`src/rtl/ocal_pkg.sv`:
```
package ocal_pkg;
   typedef enum logic [2:0] {
      S_IDLE,
      S_WR,
      S_SETTLE,
      S_EVAL,
      S_DONE
   } ocal_state_e;

   typedef enum logic [1:0] {
      OP_FIRST,
      OP_STEP,
      OP_RELEASE,
      OP_RELOAD
   } ocal_op_e;
endpackage

```
`src/rtl/ocal_step.sv`:
```
module ocal_step #(
   parameter int CODE_W = 6
) (
   input  logic [CODE_W-1:0] code_i,
   input  logic              up_i,
   output logic [CODE_W-1:0] next_o,
   output logic              limit_o
);
   localparam logic [CODE_W-1:0] CODE_TOP = '1;

   always_comb begin
      limit_o = up_i ? (code_i == CODE_TOP) : (code_i == '0);
      next_o  = up_i ? code_i + 1'b1 : code_i - 1'b1;
   end
endmodule

```
`src/rtl/ocal_settle.sv`:
```
module ocal_settle #(
   parameter int SETTLE_W = 8
) (
   input  logic                clk,
   input  logic                rst_n,
   input  logic                load_i,
   input  logic [SETTLE_W-1:0] val_i,
   output logic                zero_o
);
   logic [SETTLE_W-1:0] cnt_q;

   always_ff @(posedge clk) begin
      if (!rst_n)              cnt_q <= '0;
      else if (load_i)         cnt_q <= val_i;
      else if (cnt_q != '0)    cnt_q <= cnt_q - 1'b1;
   end

   assign zero_o = (cnt_q == '0);
endmodule

```
`src/rtl/ocal_table.sv`:
```
module ocal_table #(
   parameter int CODE_W       = 6,
   parameter int ENTRIES      = 4,
   parameter int IDX_W        = 2,
   parameter int DEFAULT_CODE = 32
) (
   input  logic                      clk,
   input  logic                      rst_n,
   input  logic                      we_i,
   input  logic [IDX_W-1:0]          idx_i,
   input  logic [CODE_W-1:0]         data_i,
   output logic [ENTRIES*CODE_W-1:0] flat_o
);
   for (genvar e = 0; e < ENTRIES; e++) begin : g_ent
      logic [CODE_W-1:0] ent_q;
      always_ff @(posedge clk) begin
         if (!rst_n)
            ent_q <= CODE_W'(DEFAULT_CODE);
         else if (we_i && (idx_i == IDX_W'(e)))
            ent_q <= data_i;
      end
      assign flat_o[e*CODE_W +: CODE_W] = ent_q;
   end
endmodule

```
`src/rtl/ocal_seq.sv`:
```
module ocal_seq
   import ocal_pkg::*;
#(
   parameter int CODE_W       = 6,
   parameter int SETTLE_W     = 8,
   parameter int NUM_CH       = 2,
   parameter int NUM_HD       = 2,
   parameter int DEFAULT_CODE = 1 << (CODE_W - 1),
   localparam int CH_W        = (NUM_CH > 1) ? $clog2(NUM_CH) : 1,
   localparam int HD_W        = (NUM_HD > 1) ? $clog2(NUM_HD) : 1,
   localparam int ENTRIES     = NUM_CH * NUM_HD,
   localparam int IDX_W       = (ENTRIES > 1) ? $clog2(ENTRIES) : 1
) (
   input  logic                      clk,
   input  logic                      rst_n,
   input  logic [SETTLE_W-1:0]       settle_cycles,
   input  logic                      start,
   input  logic [CH_W-1:0]           start_chan,
   input  logic [HD_W-1:0]           start_head,
   input  logic                      reload,
   input  logic [HD_W-1:0]           reload_head,
   input  logic                      monitor,
   output logic                      wr_req,
   output logic                      wr_mon,
   output logic [CH_W-1:0]           wr_chan,
   output logic [CODE_W-1:0]         wr_code,
   input  logic                      wr_ack,
   output logic                      busy,
   output logic                      done,
   output logic                      err,
   output logic [ENTRIES*CODE_W-1:0] table_o
);
   if (CODE_W < 2)
      $error("ocal_seq: CODE_W must be at least 2");
   if (NUM_CH < 2 || NUM_HD < 1)
      $error("ocal_seq: need two or more channels and one or more heads");
   if (DEFAULT_CODE < 0 || DEFAULT_CODE >= (1 << CODE_W))
      $error("ocal_seq: DEFAULT_CODE outside the code range");
   if (SETTLE_W < 1)
      $error("ocal_seq: SETTLE_W must be positive");

   ocal_state_e       state_q;
   ocal_op_e          op_q;
   logic [CH_W-1:0]   ch_q;
   logic [HD_W-1:0]   hd_q;
   logic [CODE_W-1:0] code_q;
   logic              ref_q;
   logic              err_q;
   logic [CODE_W-1:0] cur_q [NUM_CH];

   logic [CODE_W-1:0] step_next;
   logic              step_limit;
   logic              settle_zero;
   logic              settle_load;
   logic              tbl_we;
   logic [IDX_W-1:0]  tbl_idx;

   function automatic logic [CODE_W-1:0] entry_of(input int ch, input int hd);
      return table_o[(ch * NUM_HD + hd) * CODE_W +: CODE_W];
   endfunction

   ocal_step #(.CODE_W(CODE_W)) u_step (
      .code_i  (code_q),
      .up_i    (monitor),
      .next_o  (step_next),
      .limit_o (step_limit)
   );

   assign settle_load = (state_q == S_WR) && wr_ack &&
                        ((op_q == OP_FIRST) || (op_q == OP_STEP));

   ocal_settle #(.SETTLE_W(SETTLE_W)) u_settle (
      .clk    (clk),
      .rst_n  (rst_n),
      .load_i (settle_load),
      .val_i  (settle_cycles),
      .zero_o (settle_zero)
   );

   assign tbl_we  = (state_q == S_DONE) && (op_q == OP_RELEASE) && !err_q;
   assign tbl_idx = IDX_W'(int'(ch_q) * NUM_HD + int'(hd_q));

   ocal_table #(
      .CODE_W       (CODE_W),
      .ENTRIES      (ENTRIES),
      .IDX_W        (IDX_W),
      .DEFAULT_CODE (DEFAULT_CODE)
   ) u_table (
      .clk    (clk),
      .rst_n  (rst_n),
      .we_i   (tbl_we),
      .idx_i  (tbl_idx),
      .data_i (code_q),
      .flat_o (table_o)
   );

   always_ff @(posedge clk) begin
      if (!rst_n) begin
         state_q <= S_IDLE;
         op_q    <= OP_FIRST;
         ch_q    <= '0;
         hd_q    <= '0;
         code_q  <= CODE_W'(DEFAULT_CODE);
         ref_q   <= 1'b0;
         err_q   <= 1'b0;
         for (int c = 0; c < NUM_CH; c++) cur_q[c] <= CODE_W'(DEFAULT_CODE);
      end else begin
         case (state_q)
            S_IDLE: begin
               if (start) begin
                  ch_q    <= start_chan;
                  hd_q    <= start_head;
                  code_q  <= cur_q[start_chan];
                  op_q    <= OP_FIRST;
                  err_q   <= 1'b0;
                  state_q <= S_WR;
               end else if (reload) begin
                  ch_q    <= '0;
                  hd_q    <= reload_head;
                  code_q  <= entry_of(0, int'(reload_head));
                  op_q    <= OP_RELOAD;
                  state_q <= S_WR;
               end
            end
            S_WR: begin
               if (wr_ack) begin
                  cur_q[ch_q] <= code_q;
                  case (op_q)
                     OP_FIRST, OP_STEP: state_q <= S_SETTLE;
                     OP_RELEASE:        state_q <= S_DONE;
                     default: begin
                        if (ch_q == CH_W'(NUM_CH - 1)) begin
                           state_q <= S_DONE;
                        end else begin
                           ch_q   <= ch_q + 1'b1;
                           code_q <= entry_of(int'(ch_q) + 1, int'(hd_q));
                        end
                     end
                  endcase
               end
            end
            S_SETTLE: begin
               if (settle_zero) state_q <= S_EVAL;
            end
            S_EVAL: begin
               state_q <= S_WR;
               if (op_q == OP_FIRST) ref_q <= monitor;
               if ((op_q != OP_FIRST) && (monitor != ref_q)) begin
                  op_q <= OP_RELEASE;
               end else if (step_limit) begin
                  err_q <= 1'b1;
                  op_q  <= OP_RELEASE;
               end else begin
                  code_q <= step_next;
                  op_q   <= OP_STEP;
               end
            end
            default: state_q <= S_IDLE;
         endcase
      end
   end

   assign wr_req  = (state_q == S_WR);
   assign wr_mon  = (op_q == OP_FIRST) || (op_q == OP_STEP);
   assign wr_chan = ch_q;
   assign wr_code = code_q;
   assign busy    = (state_q != S_IDLE);
   assign done    = (state_q == S_DONE);
   assign err     = err_q;
endmodule

```
`config.mk`:
```
export PLATFORM = sky130hd
export DESIGN_NAME = ocal_seq
export DESIGN_NICKNAME = d
export VERILOG_FILES = /design/src/rtl/ocal_pkg.sv /design/src/rtl/ocal_step.sv /design/src/rtl/ocal_settle.sv /design/src/rtl/ocal_table.sv /design/src/rtl/ocal_seq.sv
export SDC_FILE = /design/constraint.sdc
export NUM_CORES = 1
export LEC_CHECK = 0
export BUFFER_PORTS_ARGS = -buffer_cell sky130_fd_sc_hd__buf_4
export CORE_MARGIN = 2
export CORE_UTILIZATION = 40
export DETAILED_ROUTE_END_ITERATION = 10
export GPL_ROUTABILITY_DRIVEN = 0
export GPL_TIMING_DRIVEN = 0
export MAX_ROUTING_LAYER = met4
export SLEW_MARGIN = 20
export SYNTH_ARGS = -nofsm -noshare
export SYNTH_HDL_FRONTEND = slang
export SYNTH_SLANG_ARGS = --single-unit
```
`constraint.sdc`:
```
create_clock -name clk -period 2.5 [get_ports clk]
set_input_delay 0.25 -clock clk [delete_from_list [all_inputs] [get_ports clk]]
set_output_delay 0.25 -clock clk [all_outputs]
set_load 0.02 [all_outputs]
```
==> results_dict.tcl, run 1 <==
set metrics [dict create \
    status "finished clean" \
    layout_commonest_cell "buf_4" \
    synth-edff-count 12 \
    path_max_fanout 9 \
    startpoint_type "register" \
    syn_avg_cell_area_um2 9.15 \
    wl_um 8760 \
    power.density_mw_per_mm2 909 \
    worstSetupPathType "register to register" \
    firstDrtPassIters 4 \
    netlist_instances 348 \
    dieHeight_um 93.2 \
    tns_ps 0 \
    viasPerCell 5.36 \
    synth_fa_ha_area_share_pct 2.99 \
    critPathArrivalTime_ps 2620 \
    maxCapViolations 0 \
    die_area_mm2 0.00869 \
    reg2reg_from "wr_code[0]$_SDFFE_PN0P_" \
    regToRegEndpoint "wr_code[4]$_SDFFE_PN0P_" \
    holdPathStages 3 \
    synth_top_area_cell "dfxtp_1" \
    synth_compound_area_share_pct 13.8 \
    min_from "settle_cycles[0]" \
    cts-hold-fix-buffers 0 \
    io_pins 53 \
    hold_class "input pin to register" \
    layout_common_cells "buf_4, dfxtp_1, nor2_1" \
    grt_max_degree 12 \
    ys_seq_area_share_pct 40.8 \
    synthArstFlopShare_pct 0 \
    skew_ps 10.7 \
    core-area_mm2 0.00773 \
    peakVddDrop_mv 0.328 \
    rows 32 \
    fin_crit_sh_pct 93.1 \
    clock_latency_ps 350 \
    grt_first_pass_wirelength_um 13900 \
    syn_area_mm2 0.00319 \
    ys_warn_count 0 \
    cts_buffers 9 \
    track_usage_pct 21.9 \
    die_w_um 93.2 \
    worst_pin_slew_ps 628 \
    antenna_found_initial 0 \
    drt_iter0_markers 164 \
    yosys-mux-area-fraction_pct 14.4 \
    p_leak_nw 1.65 \
    synth_xor_area_share_pct 1.92 \
    area_growth_pct 21.7 \
    critPathRequiredTime_ps 2790 \
    cts_tree "yes" \
    htree_levels 3 \
    synth_area_leaders "dfxtp_1, mux2i_1, edfxtp_1, nor2_1, nand2_1" \
    drc 0 \
    fin_ws_ps 172 \
    rsz0062_at_grt "false" \
    synth_seq_cells 59 \
    cts_setup_buffers 0 \
    synth_cell_types 56 \
    hold_violations 0 \
    synth_top_family_by_area "simple AND/OR/NAND/NOR gates" \
    r2r_cells 8 \
    ant_nets 0 \
    io_buffers 50 \
    cts-root-to-sink-buffers 2 \
    synth_nets 372 \
    start_util_pct 41.2 \
    finalNetCount 433 \
    synthFlopType "dfxtp_1" \
    cts.sinks 59 \
    via_count 2766 \
    synth.top_cell.area_share_pct 29.5 \
    synth-simple-area-share_pct 21.2 \
    wl_per_cell_um 17.0 \
    clk_pin_slew_worst_paths_ps 70 \
    slew_violations 0 \
    hpwl_um 6460 \
    overflow 0 \
    grt_pass1_vias 2635 \
    fmax_ghz 0.430 \
    n_antenna_cell 0 \
    drive_gt1_share_pct 21.3 \
    post-place-ws_ps 140 \
    root_buffer "clkbuf_8" \
    cp-end-kind "register" \
    maxSlewHeadroom_pct 58.1 \
    setup_viol 0 \
    r2r_slack_ps 170 \
    cts-resized-gates 0 \
    period_minus_slack_ps 2330 \
    whs_endpoint "u_settle.cnt_q[0]$_SDFFE_PN0P_" \
]
sequential cells by signal, indices dropped and copies added, names as in the netlist:
register and flops:
cur_q 12, ref_q 1, wr_code 6, op_q 2
wr_chan 1, u_settle.cnt_q 8, err 1, state_q 3
hd_q 1, u_table.g_ent.ent_q 24
critical path, stage by stage, from the launching register on:
cell and delay [ps]:
dfxtp_1 330, clkbuf_1 370, inv_1 230, fa_1 490, nand2b_1 190, a2111o_1 370, o21ai_0 90, o2111ai_1 110
o21ai_1 90
power by group:
part | switching [mW] | internal [mW] | total (mW)
logic | 0.881 | 0.580 | 1.46
registers | 0.138 | 1.11 | 1.24
clock network | 0.400 | 0.420 | 0.820
cell type report:
class                      instances  area (um^2)
buffer                            24          116
sequential                        59         1300
fill                             761         3850
tap                              102          128
inverter                          10         37.5
multi-input combinational        255         1730
clock inverter                     5         35.0
timing repair buffer              50          375
clock buffer                      11          153
per-stage QoR:
step / cells / hold slack [ps] / instance area [um^2] / power [mW] / utilization, %
floorplan: 348 / 386 / 3190 / 2.30 / -
global placement: 500 / 499 / 3690 / 2.69 / 47.7
detailed placement: 500 / 503 / 3690 / 2.70 / 47.7
CTS: 516 / 127 / 3880 / 3.54 / 50.2
global route: 516 / 135 / 3880 / 3.75 / 50.2
finish: 516 / 143 / 3880 / 3.52 / 50.2
cells by family (layout without fill, tap and decap cells):
kind of cell    after synthesis  after routing
compound gates               66             66
buf+inv                      34            100
simple gates                130            130
xor+xnor                      7              7
mux                          45             45
flops                        59             59
fa+ha+maj                     7              7
cell usage after synthesis (3+ instances only):
library cell / instances
inv_1: 9
a21o_1: 4
a211oi_1: 8
nor2b_1: 8
a31oi_1: 3
a22oi_1: 4
clkbuf_1: 10
a21oi_1: 19
xor2_1: 4
nor3_1: 14
nand2b_1: 3
buf_2: 9
xnor2_1: 3
edfxtp_1: 12
ha_1: 6
mux2_2: 6
or3_1: 3
buf_1: 3
nand3_1: 9
o21ai_0: 7
dfxtp_1: 47
nor2_1: 40
o21ai_1: 4
and2_1: 8
mux2i_1: 39
nor4_1: 3
nand2_1: 27
per-layer routing:
metal  GRT usage (%)  up-vias  share of wire (%)  wire length [um]
li1                -     1370                  -                 -
met4            7.48        0                1.5               127
met5               -        -                  0                 0
met3            4.51       13                5.5               479
met2            33.6       87                 47              4090
met1            28.9     1296                 46              4060
how the worst max path moves through the flow:
stage,start,slack [ps],end
6_report,wr_code[0]$_SDFFE_PN0P_,170,wr_code[4]$_SDFFE_PN0P_
5_1_grt,wr_code[0]$_SDFFE_PN0P_,50,wr_code[4]$_SDFFE_PN0P_
4_1_cts,state_q[0]$_SDFFE_PN0P_,130,cur_q[0][2]$_SDFFCE_PN0P_
3_5_place_dp,state_q[0]$_SDFFE_PN0P_,140,cur_q[0][2]$_SDFFCE_PN0P_
3_3_place_gp,state_q[1]$_SDFFE_PN0P_,170,cur_q[1][3]$_SDFFCE_PN0P_
2_1_floorplan,wr_code[0]$_SDFFE_PN0P_,430,wr_code[4]$_SDFFE_PN0P_
(Power assumes the default switching activity.)
==> inputs of run 2 (changes only) <==
--- a/config.mk
+++ b/config.mk
@@ -12,7 +12,10 @@
 export GPL_ROUTABILITY_DRIVEN = 0
 export GPL_TIMING_DRIVEN = 0
 export MAX_ROUTING_LAYER = met4
+export PLACE_DENSITY = 0.7
+export SKIP_CTS_REPAIR_TIMING = 1
 export SLEW_MARGIN = 20
 export SYNTH_ARGS = -nofsm -noshare
 export SYNTH_HDL_FRONTEND = slang
+export SYNTH_HIERARCHICAL = 1
 export SYNTH_SLANG_ARGS = --single-unit
==> results_dict.tcl, run 2 <==
set metrics [dict create \
    r2r_cells 6 \
    layout_commonest_cell "mux2i_1" \
    wl_um 8110 \
    worst_pin_slew_ps 582 \
    critical-path-max-stage-delay_ps 410 \
    worstSetupPathType "register to register" \
    drive_gt1_share_pct 19.5 \
    n_antenna_cell 0 \
    track_usage_pct 19.9 \
    cts.sinks 59 \
    startpoint_type "register" \
    crit_slowest_cell "nor4b_2" \
    largest_register_ffs 24 \
    overflow 0 \
    start_util_pct 41.3 \
    dieHeight_um 93.5 \
    setup_viol 0 \
    dpl_cell_area_mm2 0.00371 \
    regToRegEndpoint "u_table/g_ent[0].ent_q[5]$_SDFFE_PN1P_" \
    io_buffers 50 \
    syn_avg_cell_area_um2 9.46 \
    ys_seq_area_share_pct 40.6 \
    wl_per_cell_um 16.0 \
    synth_most_common_cell "mux2i_1" \
    fin_crit_sh_pct 89.0 \
    hold_violations 0 \
    maxSlewHeadroom_pct 60.9 \
    syn_area_mm2 0.00321 \
    synth_cell_types 62 \
    die_area_mm2 0.00875 \
    tns_ps 0 \
    hpwl_um 6060 \
    die_w_um 93.5 \
    cts_tree "yes" \
    netlist_instances 339 \
    largest_register "u_table/g_ent.ent_q" \
    holdPathStages 3 \
    maxCapViolations 0 \
    drc 0 \
    firstDrtPassIters 4 \
    drt_iter0_markers 135 \
    grt_first_pass_wirelength_um 13200 \
    finalNonFillerCells 507 \
    via_count 2781 \
    rows 32 \
    r2r_slack_ps 270 \
    skew_ps 7.87 \
    synth.top_cell.area_share_pct 29.3 \
    synth_seq_cells 59 \
    peakVddDrop_mv 0.298 \
    critPathRequiredTime_ps 2710 \
    clock_latency_ps 340 \
    p_leak_nw 1.67 \
    whs_endpoint "u_settle/cnt_q[5]$_SDFFE_PN0P_" \
    power.total_mw 3.36 \
    fin_area_mm2 0.00388 \
    finalNetCount 423 \
    grt_pass1_vias 2735 \
    core-area_mm2 0.00777 \
    worstPathCellList "clkbuf_1 -> and2_1 -> nor4b_2 -> or3b_1 -> buf_2 -> mux2i_1" \
    rsz0062_at_grt "false" \
    synth_area_leaders "dfxtp_1, mux2i_1, edfxtp_1, nand2_1, xnor2_1" \
    grt_max_degree 12 \
    synthArstFlopShare_pct 0 \
    slew_violations 0 \
    fin_ws_ps 274 \
    root_buffer "clkbuf_8" \
    viasPerCell 5.49 \
    ant_nets 0 \
    htree_levels 3 \
    hold_class "input pin to register" \
    fmax_ghz 0.449 \
    critPathArrivalTime_ps 2430 \
    synthFlopType "dfxtp_1" \
    power.density_mw_per_mm2 866 \
    dpl.cell_count 491 \
    status "finished clean" \
    area_growth_pct 20.9 \
    synth_top_area_cell "dfxtp_1" \
    fill_cells 777 \
    ys_warn_count 6 \
    path_max_fanout 10 \
    post-place-ws_ps 3.58 \
    synth_nets 362 \
    period_minus_slack_ps 2230 \
    layout_common_cells "mux2i_1, buf_4, dfxtp_1" \
    synth_commonest_cells "mux2i_1, dfxtp_1, nand2_1" \
    io_pins 53 \
    cts-root-to-sink-buffers 2 \
    cp-end-kind "register" \
    clk_pin_slew_worst_paths_ps 60 \
    synth-edff-count 12 \
    antenna_found_initial 0 \
    reg2reg_from "state_q[2]$_SDFFE_PN0P_" \
    min_from "settle_cycles[5]" \
    cts_buffers 9 \
    largestRegisters "u_table/g_ent.ent_q x24, cur_q x12, u_settle/cnt_q x8" \
]
[run 2: cell count changes in the layout (fill, tap and decap cells not counted), sizes merged, moves of 4 or more]
| cell | previous run | this run |
|---|---|---|
| inv | 10 | 14 |
| nand2 | 27 | 43 |
| a211oi | 8 | 2 |
| a22oi | 4 | 0 |
| buf | 64 | 59 |
| mux2i | 39 | 52 |
| mux2 | 6 | 0 |
| xnor2 | 3 | 9 |
| o31ai | 0 | 8 |
| nor2 | 40 | 14 |
| o2bb2ai | 0 | 4 |
| a21oi | 19 | 9 |
[run 2: critical path: cells and delay by family, from the launching register on]
| kind | cells | cell delay, ps |
|---|---|---|
| buf+inv | 2 | 570 |
| flops | 1 | 400 |
| mux | 1 | 130 |
| simple gates | 3 | 1010 |
[run 2: final cells by class]
| cell class | count | area (um^2) | share of cell area (%) |
|---|---|---|---|
| Clock inverter | 5 | 30.0 | 0.774 |
| Inverter | 14 | 52.6 | 1.36 |
| Multi-Input combinational cell | 246 | 1760 | 45.5 |
| Tap cell | 102 | 128 | 3.29 |
| Clock buffer | 11 | 131 | 3.39 |
| Buffer | 20 | 96.3 | 2.48 |
| Sequential cell | 59 | 1300 | 33.6 |
| Timing Repair Buffer | 50 | 375 | 9.68 |
[run 2: worst max path at each step]
stage | cells after the start | slack (ps) | endpoint | from
2_1_floorplan | 6 | 390 | u_table/g_ent[0].ent_q[5]$_SDFFE_PN1P_ | state_q[2]$_SDFFE_PN0P_
3_3_place_gp | 5 | 80 | u_table/g_ent[1].ent_q[4]$_SDFFE_PN0P_ | state_q[2]$_SDFFE_PN0P_
3_5_place_dp | 5 | 4 | u_table/g_ent[1].ent_q[1]$_SDFFE_PN0P_ | state_q[2]$_SDFFE_PN0P_
4_1_cts | 5 | -2 | u_table/g_ent[1].ent_q[1]$_SDFFE_PN0P_ | state_q[2]$_SDFFE_PN0P_
5_1_grt | 7 | 100 | u_settle/cnt_q[5]$_SDFFE_PN0P_ | state_q[1]$_SDFFE_PN0P_
6_report | 6 | 270 | u_table/g_ent[0].ent_q[5]$_SDFFE_PN1P_ | state_q[2]$_SDFFE_PN0P_
[run 2: power by group]
part	total [mW]	switching [mW]	internal, mW
Sequential	1.28	0.176	1.10
Clock	0.724	0.369	0.354
Combinational	1.36	0.761	0.595
[run 2: logic make-up after synthesis]
| kind of cell | count (synthesis) | share of synthesized area (%) |
|---|---|---|
| xor gates and xnor gates | 10 | 2.73 |
| and+or+nand+nor | 124 | 20.8 |
| DFF | 59 | 40.6 |
| AOI/OAI and AO/OA | 54 | 12.4 |
| adders and majority gates | 6 | 2.58 |
| buffers and inverters | 34 | 4.64 |
| muxes | 52 | 16.2 |
[run 2: per-layer routing]
metal | GRT usage, % | part of all wire, % | vias to the layer above
li1 | - | - | 1354
met1 | 24.4 | 44 | 1361
met2 | 32.7 | 50 | 61
met3 | 4.83 | 4.7 | 5
met4 | 5.80 | 0.84 | 0
met5 | - | 0 | -
[run 2: stage by stage]
stage / utilization [%] / hold slack [ps]
after floorplan: - / 391
after global routing: 49.9 / 152
after detailed placement: 47.8 / 469
final: 49.9 / 141
after global placement: 47.8 / 470
after CTS: 49.8 / 132
